File: src/rtl/sdram_init_pkg.sv
package sdram_init_pkg;

  // Strobes from the sequencing control to the command datapath
  typedef struct packed {
    logic issuePre;
    logic issueRef;
    logic issueMrs;
    logic setDone;
  } initStrobe_t;

  typedef enum logic [2:0] {
    ST_WAIT,
    ST_PRE,
    ST_REF,
    ST_MRS,
    ST_GAP,
    ST_DONE
  } initState_t;

  // Command encodings as {rasN, casN, weN}, chip select low
  localparam logic [2:0] CMD_NOP = 3'b111;
  localparam logic [2:0] CMD_PRE = 3'b010;
  localparam logic [2:0] CMD_REF = 3'b001;
  localparam logic [2:0] CMD_MRS = 3'b000;

  // Address bit that selects every bank on precharge
  localparam int ALL_BANK_BIT = 10;

endpackage

File: src/rtl/sdram_init_ctrl.sv
module sdram_init_ctrl
  import sdram_init_pkg::*;
#(
  parameter int WAIT_CYC = 40000,
  parameter int REF_N    = 2,
  parameter int T_RP     = 3,
  parameter int T_RC     = 9,
  parameter int T_MRD    = 2
) (
  input  logic        clk,
  input  logic        rst,
  output initStrobe_t strobe
);

  localparam int MAX_A   = (WAIT_CYC > T_RC) ? WAIT_CYC : T_RC;
  localparam int MAX_B   = (T_RP > T_MRD) ? T_RP : T_MRD;
  localparam int MAX_CNT = (MAX_A > MAX_B) ? MAX_A : MAX_B;
  localparam int CNT_W   = $clog2(MAX_CNT + 1);
  localparam int REF_W   = $clog2(REF_N + 1);

  localparam logic [CNT_W-1:0] WAIT_LOAD = CNT_W'(WAIT_CYC - 2);
  localparam logic [CNT_W-1:0] RP_LOAD   = CNT_W'(T_RP - 2);
  localparam logic [CNT_W-1:0] RC_LOAD   = CNT_W'(T_RC - 2);
  localparam logic [CNT_W-1:0] MRD_LOAD  = CNT_W'(T_MRD - 2);

  initState_t       state;
  initState_t       gapTarget;
  logic [CNT_W-1:0] cnt;
  logic [REF_W-1:0] refLeft;

  // Step sequencing: each command state lasts one cycle, gaps count down
  always_ff @(posedge clk) begin
    if (rst) begin
      state     <= ST_WAIT;
      gapTarget <= ST_PRE;
      cnt       <= WAIT_LOAD;
      refLeft   <= REF_W'(REF_N);
    end else begin
      case (state)
        ST_WAIT: begin
          if (cnt == '0) state <= ST_PRE;
          else           cnt   <= cnt - 1'b1;
        end
        ST_PRE: begin
          state     <= ST_GAP;
          cnt       <= RP_LOAD;
          gapTarget <= ST_REF;
        end
        ST_REF: begin
          state     <= ST_GAP;
          cnt       <= RC_LOAD;
          refLeft   <= refLeft - 1'b1;
          gapTarget <= (refLeft == REF_W'(1)) ? ST_MRS : ST_REF;
        end
        ST_MRS: begin
          state     <= ST_GAP;
          cnt       <= MRD_LOAD;
          gapTarget <= ST_DONE;
        end
        ST_GAP: begin
          if (cnt == '0) state <= gapTarget;
          else           cnt   <= cnt - 1'b1;
        end
        ST_DONE: state <= ST_DONE;
        default: state <= ST_WAIT;
      endcase
    end
  end

  always_comb begin
    strobe          = '0;
    strobe.issuePre = (state == ST_PRE);
    strobe.issueRef = (state == ST_REF);
    strobe.issueMrs = (state == ST_MRS);
    strobe.setDone  = (state == ST_DONE);
  end

  // Ordering checks on the strobes against an independent tally
  logic             preSeen;
  logic [REF_W-1:0] refTally;

  always_ff @(posedge clk) begin
    if (rst) begin
      preSeen  <= 1'b0;
      refTally <= '0;
    end else begin
      if (strobe.issuePre) preSeen <= 1'b1;
      if (strobe.issueRef && refTally != REF_W'(REF_N)) refTally <= refTally + 1'b1;
    end
  end

  assert_pre_once_R3: assert property (@(posedge clk) disable iff (rst)
    strobe.issuePre |-> !preSeen);

  assert_ref_after_pre_R4: assert property (@(posedge clk) disable iff (rst)
    strobe.issueRef |-> preSeen);

  assert_mrs_after_refs_R5: assert property (@(posedge clk) disable iff (rst)
    strobe.issueMrs |-> (refTally >= REF_W'(2)));

  assert_single_command_R8: assert property (@(posedge clk) disable iff (rst)
    $onehot0({strobe.issuePre, strobe.issueRef, strobe.issueMrs}));

endmodule

File: src/rtl/sdram_init_dp.sv
module sdram_init_dp
  import sdram_init_pkg::*;
#(
  parameter int ADDR_W = 13,
  parameter int BA_W   = 2,
  parameter int MODE_W = 10
) (
  input  logic              clk,
  input  logic              rst,
  input  initStrobe_t       strobe,
  input  logic [MODE_W-1:0] modeWord,
  output logic              sdCke,
  output logic              sdCsN,
  output logic              sdRasN,
  output logic              sdCasN,
  output logic              sdWeN,
  output logic [ADDR_W-1:0] sdAddr,
  output logic [BA_W-1:0]   sdBa,
  output logic              initDone
);

  localparam logic [ADDR_W-1:0] PRE_ADDR = ADDR_W'(1) << ALL_BANK_BIT;

  logic [2:0]        cmdQ;
  logic [ADDR_W-1:0] addrQ;
  logic              doneQ;
  logic              ckeQ;

  // Registered command, address and status drive the pins
  always_ff @(posedge clk) begin
    if (rst) begin
      cmdQ  <= CMD_NOP;
      addrQ <= '0;
      doneQ <= 1'b0;
      ckeQ  <= 1'b1;
    end else begin
      ckeQ  <= 1'b1;
      doneQ <= doneQ | strobe.setDone;
      if (strobe.issuePre) begin
        cmdQ  <= CMD_PRE;
        addrQ <= PRE_ADDR;
      end else if (strobe.issueRef) begin
        cmdQ  <= CMD_REF;
        addrQ <= '0;
      end else if (strobe.issueMrs) begin
        cmdQ  <= CMD_MRS;
        addrQ <= ADDR_W'(modeWord);
      end else begin
        cmdQ  <= CMD_NOP;
        addrQ <= '0;
      end
    end
  end

  assign sdCke    = ckeQ;
  assign sdCsN    = 1'b0;
  assign {sdRasN, sdCasN, sdWeN} = cmdQ;
  assign sdAddr   = addrQ;
  assign sdBa     = '0;
  assign initDone = doneQ;

  // Pin-side history for the done checks
  logic mrsOut;
  always_ff @(posedge clk) begin
    if (rst)                  mrsOut <= 1'b0;
    else if (cmdQ == CMD_MRS) mrsOut <= 1'b1;
  end

  assert_cke_high_R1: assert property (@(posedge clk) disable iff (rst)
    sdCke);

  assert_done_after_mrs_R6: assert property (@(posedge clk) disable iff (rst)
    $rose(initDone) |-> mrsOut);

  assert_done_sticky_R6: assert property (@(posedge clk) disable iff (rst)
    initDone |=> initDone);

  assert_nop_after_done_R8: assert property (@(posedge clk) disable iff (rst)
    initDone |-> (cmdQ == CMD_NOP));

endmodule

File: src/rtl/sdram_init_seq.sv
module sdram_init_seq
  import sdram_init_pkg::*;
#(
  parameter int CLK_FREQ_MHZ  = 200,
  parameter int WAIT_US       = 200,
  parameter int REFRESH_COUNT = 2,
  parameter int T_RP          = 3,
  parameter int T_RC          = 9,
  parameter int T_MRD         = 2,
  parameter int ADDR_WIDTH    = 13,
  parameter int BA_WIDTH      = 2,
  parameter int MODE_WIDTH    = 10
) (
  input  logic                  clk,
  input  logic                  rst,
  input  logic [MODE_WIDTH-1:0] modeWord,
  output logic                  sdCke,
  output logic                  sdCsN,
  output logic                  sdRasN,
  output logic                  sdCasN,
  output logic                  sdWeN,
  output logic [ADDR_WIDTH-1:0] sdAddr,
  output logic [BA_WIDTH-1:0]   sdBa,
  output logic                  initDone
);

  localparam int WAIT_CYC = CLK_FREQ_MHZ * WAIT_US;
  localparam int REF_N    = (REFRESH_COUNT < 2) ? 2 : REFRESH_COUNT;

  initStrobe_t strobe;

  sdram_init_ctrl #(
    .WAIT_CYC (WAIT_CYC),
    .REF_N    (REF_N),
    .T_RP     (T_RP),
    .T_RC     (T_RC),
    .T_MRD    (T_MRD)
  ) i_ctrl (
    .clk    (clk),
    .rst    (rst),
    .strobe (strobe)
  );

  sdram_init_dp #(
    .ADDR_W (ADDR_WIDTH),
    .BA_W   (BA_WIDTH),
    .MODE_W (MODE_WIDTH)
  ) i_dp (
    .clk      (clk),
    .rst      (rst),
    .strobe   (strobe),
    .modeWord (modeWord),
    .sdCke    (sdCke),
    .sdCsN    (sdCsN),
    .sdRasN   (sdRasN),
    .sdCasN   (sdCasN),
    .sdWeN    (sdWeN),
    .sdAddr   (sdAddr),
    .sdBa     (sdBa),
    .initDone (initDone)
  );

endmodule

File: config.mk
export PLATFORM = sky130hd
export DESIGN_NAME = sdram_init_seq
export DESIGN_NICKNAME = d
export VERILOG_FILES = /design/src/rtl/sdram_init_pkg.sv /design/src/rtl/sdram_init_ctrl.sv /design/src/rtl/sdram_init_dp.sv /design/src/rtl/sdram_init_seq.sv
export SDC_FILE = /design/constraint.sdc
export NUM_CORES = 1
export LEC_CHECK = 0
export BUFFER_PORTS_ARGS = -buffer_cell sky130_fd_sc_hd__buf_2
export CORE_MARGIN = 2
export CORE_UTILIZATION = 46
export CTS_CLUSTER_DIAMETER = 60
export DETAILED_ROUTE_END_ITERATION = 8
export MAX_ROUTING_LAYER = met4
export PLACE_DENSITY = 0.67
export SYNTH_ARGS = -nofsm -noshare
export SYNTH_HDL_FRONTEND = slang
export SYNTH_SLANG_ARGS = --single-unit
File: constraint.sdc
create_clock -name clk -period 2.25 [get_ports clk]
set_input_delay 0.225 -clock clk [delete_from_list [all_inputs] [get_ports clk]]
set_output_delay 0.225 -clock clk [all_outputs]
set_load 0.01 [all_outputs]
==> out/qor.yml <==
outcome: "finished clean"
ios: 33
grt_max_degree: 18
p_clk_share_pct: 44.3
slowest_delay_ps: 570
dr.max_layer_used: "met4"
ctsHoldBuffers: 0
pre_cts_ws_ps: 207
fmax_mhz: 481
grt_pass1_vias: 1345
ctsResizeCount: 0
synthCells: 202
worst_pin_slew_ps: 508
track_usage_pct: 19.5
setup_ws_ps: 173
synth_cell_types: 44
numPortBuffers: 26
switchingPower_mw: 0.269
hold_class: "in2reg"
tns_ps: 0
worst_setup_path_end_kind: "flip-flop"
peakVddDrop_v: 0.000447
powerDensity_nw_per_um2: 650
cts_buffers: 5
rows: 22
min_path_cells: 2
synth_area_um2: 1750
dieHeight_um: 65.6
crit_path_start: "i_ctrl.cnt[4]"
worst_path_dominant_cell_family: "simple AND/OR/NAND/NOR gates"
clk_latency_ps: 290
hpwl_um: 2650
path_buf_inv: 0
routed-wl-met2_um: 1750
finClkSkew_ps: 1.44
cts_setup_buffers: 0
drt_iter0_drc: 83
yosysTopAreaCellShare_pct: 44.7
vias_per_cell: 5.52
slowest_stage: "or4_4"
syn2layout_area_growth_pct: 18.3
cts_root_buf: "clkbuf_8"
whs_ps: 132
seqPwrFrac_pct: 52.3
synthTopCellsByArea: "dfxtp_1 (45%), a21oi_1 (3.7%), and2_1 (3.6%)"
reg2reg_slack_ps: 170
grt_pass1_wl_um: 6310
final_layout_size_suffix_gt1_share_pct: 22.2
cts_htree_levels: 2
worstSetupPathType: "reg2reg"
grt_antenna_before_repair: 0
maxSlewHeadroom_pct: 66.1
wl_met1_um: 1790
syn_area_per_cell_um2: 8.65
swShare_pct: 20.0
post-route-period-util_pct: 92.3
antenna_cells: 0
share_comb_of_total_power_pct: 3.4
rsz0062_at_grt: "false"
drv_slew: 0
final_cells: 282
clock-sinks: 39
period_minus_slack_ps: 2080
reg2reg_from: "i_ctrl.cnt[4]"
hold_viol_final: 0
p_leak_nw: 0.858
vias: 1556
ys_seq_area_share_pct: 44.7
grt-ovfl-total: 0
clkTransAtPathRegs_ps: 70
setup_viol_count_final: 0
r2r_end: "i_ctrl.cnt[13]"
p_int_mw: 1.07
wl_met3_um: 186
cp_cell_sequence: "or4_4 -> or3_4 -> or4_1 -> a21oi_1"
utilization_pct: 56.5
start_util_pct: 47.7
drt-total-wl_um: 3750
core_um2: 3660
max-cap-violations: 0
synth-seq-cells: 39
hold_path_end: "i_dp.sdAddr[1]"
synth_largest_area_cell: "dfxtp_1"
required_ps: 2470
gp_congestion: 0.827
final_antenna_net_count: 0
place_inst: 274
worstPathArrival_ps: 2300
hold_start: "modeWord[1]"
crit_path_start_kind: "flip-flop"
tritoncts: "done"
die_area_um2: 4310
finalNetCount: 247
wl_per_cell_um: 13.3
reg2regPathDepth: 4
crit_path_max_fanout: 7
cts_max_path_buffers: 2
die_width_um: 65.6
drcViolationCount: 0
yosysWarnings: 0
dr.pass1.iters: 4
## layout make-up
class,count,area [um2]
Fill cell,347,1590
Multi-Input combinational cell,141,858
Sequential cell,39,781
Timing Repair Buffer,38,220
Clock buffer,6,82.6
Tap cell,48,60.1
Clock inverter,2,35.0
Inverter,8,30.0
## worst max-delay path by stage
stage                     end  cells past startpoint
3_5_place_dp   i_ctrl.cnt[13]                      4
6_report       i_ctrl.cnt[13]                      4
2_1_floorplan  i_ctrl.cnt[13]                      5
5_1_grt        i_ctrl.cnt[13]                      4
4_1_cts        i_ctrl.cnt[13]                      4
3_3_place_gp   i_ctrl.cnt[13]                      4
## power by group through the flow
stage / logic, mW / registers [mW] / clock network (mW)
after floorplan: 0.0379 / 0.717 / 0
after global placement: 0.0454 / 0.718 / 0
after detailed placement: 0.0452 / 0.719 / 0
after CTS: 0.0454 / 0.703 / 0.610
after global routing: 0.0520 / 0.704 / 0.643
final: 0.0456 / 0.703 / 0.595
## sequential cells by signal (all words and copies together), names as in the netlist
| name | count |
|---|---|
| i_ctrl.cnt | 16 |
| i_ctrl.gapTarget | 3 |
| i_dp.sdAddr | 11 |
| i_ctrl.state | 3 |
| i_dp.initDone | 1 |
| i_dp.cmdQ | 3 |
| i_ctrl.refLeft | 2 |
## kinds of logic (layout without fill, tap and decap cells)
| logic type | after synthesis | in the layout | synth area share, % |
|---|---|---|---|
| fa+ha+maj | 2 | 2 | 1.43 |
| flops | 39 | 39 | 44.7 |
| buf+inv | 26 | 54 | 7.02 |
| xor+xnor | 1 | 1 | 0.502 |
| compound gates | 47 | 47 | 17.8 |
| mux | 1 | 1 | 0.573 |
| simple gates | 84 | 84 | 27.6 |
| other cells | 2 | 6 | 0.430 |
## stage by stage
step	total power, mW	instance area (um2)
after floorplan	0.755	1760
after global placement	0.764	1950
after detailed placement	0.764	1950
after CTS	1.36	2070
after global routing	1.40	2070
final	1.34	2070
## metal layers
metal  vias up  GRT usage, %
met4         0          5.99
li1        787             -
met3         5          5.31
met1       730          28.1
met5         -             -
met2        34          26.4
## cell usage after synthesis, drive strengths merged
cell	n
nor2	12
nor2b	1
o21a	1
buf	8
o21ba	1
nor3	6
or4	7
o21ai	7
a2111oi	1
a32oi	1
xnor2	1
nor3b	1
o211ai	2
a21o	2
mux2i	1
ha	2
nand4b	1
o311ai	1
clkbuf	10
nand2	11
nor4	8
a211oi	4
a21oi	13
nand3	7
or2	3
and3	3
and2	10
nor4b	1
inv	8
and4	2
o221ai	1
o31ai	4
dfxtp	39
o41ai	3
a31oi	5
conb	2
o211a	1
or3	9
nand4	2
## cell usage in the layout, fill, tap and decap left out, drive strengths merged, types with 2 or more instances in the layout
master / instances
a31oi: 5
clkbuf: 6
o211ai: 2
or4: 7
nand4: 2
o21ai: 7
and4: 2
nor2: 12
or2: 3
dfxtp: 39
o31ai: 4
a21oi: 13
or3: 9
o41ai: 3
buf: 38
inv: 8
a211oi: 4
a21o: 2
nor3: 6
ha: 2
and2: 10
nand2: 11
nand3: 7
conb: 6
and3: 3
nor4: 8
No activity file was read; power rests on OpenSTA's default activity.
